--- config.mk ---
export PLATFORM = sky130hd
export DESIGN_NAME = wordsrc
export DESIGN_NICKNAME = d
export VERILOG_FILES = /design/src/rtl/wordsrc.sv
export SDC_FILE = /design/constraint.sdc
export NUM_CORES = 1
export LEC_CHECK = 0
export BUFFER_PORTS_ARGS = -buffer_cell sky130_fd_sc_hd__buf_4
export CORE_MARGIN = 2
export CORE_UTILIZATION = 30
export CTS_CLUSTER_SIZE = 10
export DETAILED_ROUTE_END_ITERATION = 12
export PLACE_DENSITY = 0.47
export SYNTH_ARGS = -nofsm -noshare
export SYNTH_HDL_FRONTEND = slang
export SYNTH_SLANG_ARGS = --single-unit
--- constraint.sdc ---
create_clock -name clk -period 2.44 [get_ports clk]
set_input_delay 0.366 -clock clk [delete_from_list [all_inputs] [get_ports clk]]
set_output_delay 0.366 -clock clk [all_outputs]
set_load 0.01 [all_outputs]
--- src/rtl/wordsrc.sv ---
module wordsrc #(
  parameter int STATE_W = 23,
  parameter int OUT_W   = 23,
  parameter logic [STATE_W-1:0] TAP_MASK = 23'h42_0000,
  parameter logic [STATE_W-1:0] SEED     = 1
) (
  input  logic             clk,
  input  logic             rst,
  input  logic             adv,
  input  logic             rnd_en,
  output logic [OUT_W-1:0] word_o
);

  logic [OUT_W-1:0]   cnt_q;
  logic [STATE_W-1:0] lfsr_q;
  logic               fb;

  assign fb = ^(lfsr_q & TAP_MASK);

  always_ff @(posedge clk) begin
    if (rst) begin
      cnt_q  <= '0;
      lfsr_q <= SEED;
    end else if (adv) begin
      cnt_q  <= cnt_q + 1'b1;
      lfsr_q <= {lfsr_q[STATE_W-2:0], fb};
    end
  end

  assign word_o = rnd_en ? lfsr_q[OUT_W-1:0] : cnt_q;

endmodule

* Word-level counts from Yosys, hierarchy flattened *
Index checks and enable logic that the tools add are counted.

cells by class
  reductions and logical operators = 1
  $add $sub $neg = 1
  mux-type cells = 1

operators by type and width
  kind                     number
  $add A23 B1 Y23 const B  1
  $mux W23                 1
  $reduce_xor A23 Y1       1

word-level totals
  input bits = 4
  register bits = 46
  word-level logic and storage cells = 5
  output and inout port bits = 23

* Longest topological paths before layout *
  depth in word-level cells = 1
  gate-level depth with buffers = 5
  gate-level depth less buffers = 5

* Least setup slack after synthesis *
Ideal clock, no wire load.

  path type = input to output
  start point = input rnd_en
  end point = output word_o[10]
  path slack = 689 ps
  stages on the path = 3
  data required time = 2074 ps
  arrival = 1385 ps
  buffers on the path = 2
  cells stage by stage = clkbuf_1 > clkbuf_1 > mux2_2

between the ends
  longest elaborated chain between the ends = 1

RTL lines
  item                RTL line  text
  start: declaration  10        input logic rnd_en,
  $mux W23            30        assign word_o = rnd_en ? lfsr_q[OUT_W-1:0] : cnt_q;
  end: declaration    11        output logic [OUT_W-1:0] word_o

Every way passes these cells.

* Final worst setup path *
  start point = register cnt_q[0]
  end point = register cnt_q[20]

between the ends
  longest elaborated chain between the ends = 1

RTL lines
  item                      RTL line  text
  start: declaration        14        logic [OUT_W-1:0] cnt_q;
  start signal: assignment  25        cnt_q <= cnt_q + 1'b1;
  $add A23 B1 Y23           25

Every way passes these cells.
A chain may end at the register's enable or synchronous reset.

==> out/qor.csv <==
stage;metric;value;unit
outcome;status;finished, final reports clean;
yosys;synth_nets;234;
route;postRouteAntennaNets;0;
worst_setup_path;worstReg2RegEnd;cnt_q[20];
timing;rsz0062_at_grt;no;
yosys;ys_top_cells_by_count;46 x dfxtp_1, 42 x nor2_1, 23 x mux2i_1;
yosys;synth_top_area_share;0.421;
route;drc;0;
route;vias_per_cell;4.66;
worst_setup_path;r2r-start;cnt_q[0];
floorplan;fp.dieH;89.4;um
worst_hold_path;min_path_type;in2reg;
global_routing;grt_overflow_total;0;
worst_setup_path;crit_path_end_kind;flop;
worst_setup_path;cp_data_arrival_time;2.11;ns
power_and_ir_drop;p_per_area;554;mW/mm2
route;routed_wl;4.60;mm
final_layout;antenna_cells;0;
clock_tree;cts_resized;0;
clock_tree;cts_sinks;46;
timing;fmax;519;MHz
yosys;synthAdderAreaFrac;0.00572;
route;first_pass_iters;4;
final_layout;nets;256;
yosys;synth.mux.area_fraction;0.219;
yosys;async_flop_share;0;
timing;final-setup-viol-count;0;
global_routing;grt_max_degree;52;
worst_setup_path;reg2reg_slack;0.51;ns
clock_tree;clockBufferDepth;2;
worst_setup_path;crit_family;simple AND/OR/NAND/NOR gates;
clock_tree;holdBufCountCts;0;
yosys;synth_edf_count;0;
placement;gp_congestion;0.702;
worst_setup_path;crit_chain;ha_1 -> nand4_4 -> nor4_4 -> nand4_1 -> mux2_2;
worst_setup_path;slowest_delay;0.49;ns
floorplan;num_rows;31;
yosys;synthFlopType;dfxtp_1;
yosys;synth.avg_cell_area;9.55;um2
floorplan;die_area;0.00799;mm2
global_routing;grt_pass1_wl;7.71;mm
global_routing;grt_use_total;0.125;
worst_hold_path;min_from;adv;
timing;fin_setup_tns;0;ns
yosys;syn_inst;229;
power_and_ir_drop;leakage;1.06;nW
floorplan;die_x;89.4;um
worst_setup_path;crit_slowest_cell;nor4_4;
worst_setup_path;crit_type;reg2reg;
yosys;yosysSeqAreaShare;0.421;
worst_setup_path;reg2reg_depth;5;
global_routing;grt_antenna_before_repair;0;
final_layout;drive_above_1_share;0.270;
route;wl_per_cell;13.1;um
yosys;yosys_register_bits;46;
floorplan;ios;27;
floorplan;core_area;0.00714;mm2
placement;pre_cts_ws;0.513;ns
worst_hold_path;hold_path_depth;3;
yosys;synth_area;0.00219;mm2
timing;max_slew.worst_pin.slew;0.548;ns
timing;setup_slack;0.515;ns
yosys;yosys.cell_count.top_type;dfxtp_1;
worst_setup_path;critPathMaxFanout;8;
worst_setup_path;start_kind;flop;
yosys;synthXorXnorAreaFrac;0.0481;
global_routing;grt_pass1_vias;1581;
timing;holdWs;0.413;ns
clock_tree;h-tree-depth;2;
final_layout;area_growth;17.9;%
power_and_ir_drop;vdd_drop_max;0.000369;V
clock_tree;cts_buffers;5;
timing;min_period_over_period;0.789;
worst_hold_path;holdPathEnd;cnt_q[0];
placement;dp_hpwl;3.00;mm
yosys;yosysTopAreaCell;dfxtp_1;
clock_tree;clk_pin_slew;0.09;ns
timing;slew-limit-headroom;0.635;
yosys;synthDistinctLibCells;31;
worst_setup_path;cp_data_required_time;2.63;ns
yosys;synth_top_family_by_area;simple AND/OR/NAND/NOR gates;
placement;io_buffers;26;
route;vias;1637;
timing;fin_skew;0.0143;ns
floorplan;initial_core_util;0.306;
clock_tree;tritoncts;yes;
clock_tree;clock-root-buffer;clkbuf_8;
route;drt_iter0_drc;81;
yosys;synth_area_leaders;dfxtp_1 42%, mux2_2 11%, mux2i_1 11%;
worst_setup_path;crit_buf_inv;0;
yosys;yosysWarnings;0;
clock_tree;postCtsSetupBuffers;0;
run;maxCapViolCount;0;
timing;hold_viol_final;0;
timing;fin_crit;1.93;ns
yosys;synth_compound_area_frac;0.0555;
yosys;synth_simple_gate_area_frac;0.224;
clock_tree;worst_skew_pair.late_latency;0.30;ns
timing;drv_slew;0;
[worst max path at each step]
stage / endpoint / start / slack (ns) / cells past startpoint
2_1_floorplan: word_o[10] / rnd_en / 0.69 / 3
3_3_place_gp: cnt_q[20] / cnt_q[0] / 0.56 / 5
3_5_place_dp: cnt_q[20] / cnt_q[0] / 0.51 / 5
4_1_cts: cnt_q[20] / cnt_q[0] / 0.48 / 5
5_1_grt: cnt_q[20] / cnt_q[0] / 0.35 / 5
6_report: cnt_q[20] / cnt_q[0] / 0.51 / 5
[metrics by stage]
stage	cell area [um2]	power, mW	std cells	util
finish	2580	1.43	351	0.361
global route	2580	1.48	351	0.361
CTS	2580	1.46	351	0.361
detailed placement	2460	0.866	343	0.345
global placement	2460	0.866	343	0.345
floorplan	2190	0.841	229	-
[layer usage]
layer  share of wire  vias to the layer above  global-route usage
li1                -                      837                   -
met1            0.50                      769               0.168
met2            0.45                       23               0.196
met3           0.036                        8              0.0295
met4           0.013                        0              0.0407
met5               0                        -                   0
[cells by family after synthesis]
logic type               after synthesis
adder cells (fa/ha/maj)                1
multiplexers                          45
AND/OR/NAND/NOR                       88
buffers and inverters                 15
XOR/XNOR                              12
flip-flops                            46
AO/OA/AOI/OAI                         22
[sequential cells by signal, summed over array words and instances (netlist names)]
register,count
lfsr_q,23
cnt_q,23
[where the power goes]
| part | total, mW | internal, mW | switching, mW |
|---|---|---|---|
| registers | 0.766 | 0.757 | 0.00857 |
| clock network | 0.582 | 0.307 | 0.275 |
| logic | 0.0801 | 0.0337 | 0.0464 |
[layout make-up]
class | count | area (um2)
Tap cell | 99 | 124
Inverter | 3 | 11.3
Multi-Input combinational cell | 168 | 1210
Timing Repair Buffer | 27 | 203
Sequential cell | 46 | 921
Fill cell | 779 | 4560
Clock inverter | 3 | 43.8
Clock buffer | 5 | 68.8
[worst reg2reg max path: stages, from the launching register on]
cell	delay, ns
dfxtp_1	0.44
ha_1	0.25
nand4_4	0.19
nor4_4	0.50
nand4_1	0.16
mux2_2	0.28
[cell usage in the layout, fill, tap and decap left out, drive strengths merged, types with 4 or more instances in the layout]
cell type  Yosys  final
clkbuf         6      5
inv            3      4
a21oi         10     10
xnor2         10     10
nor3           5      5
nand4          6      6
mux2i         23     23
dfxtp         46     46
nand2         11     11
buf            6     27
mux2          22     22
nand3          5      5
or3            5      5
o21ai          9      9
nor2          42     42
(Power assumes the default switching activity.)
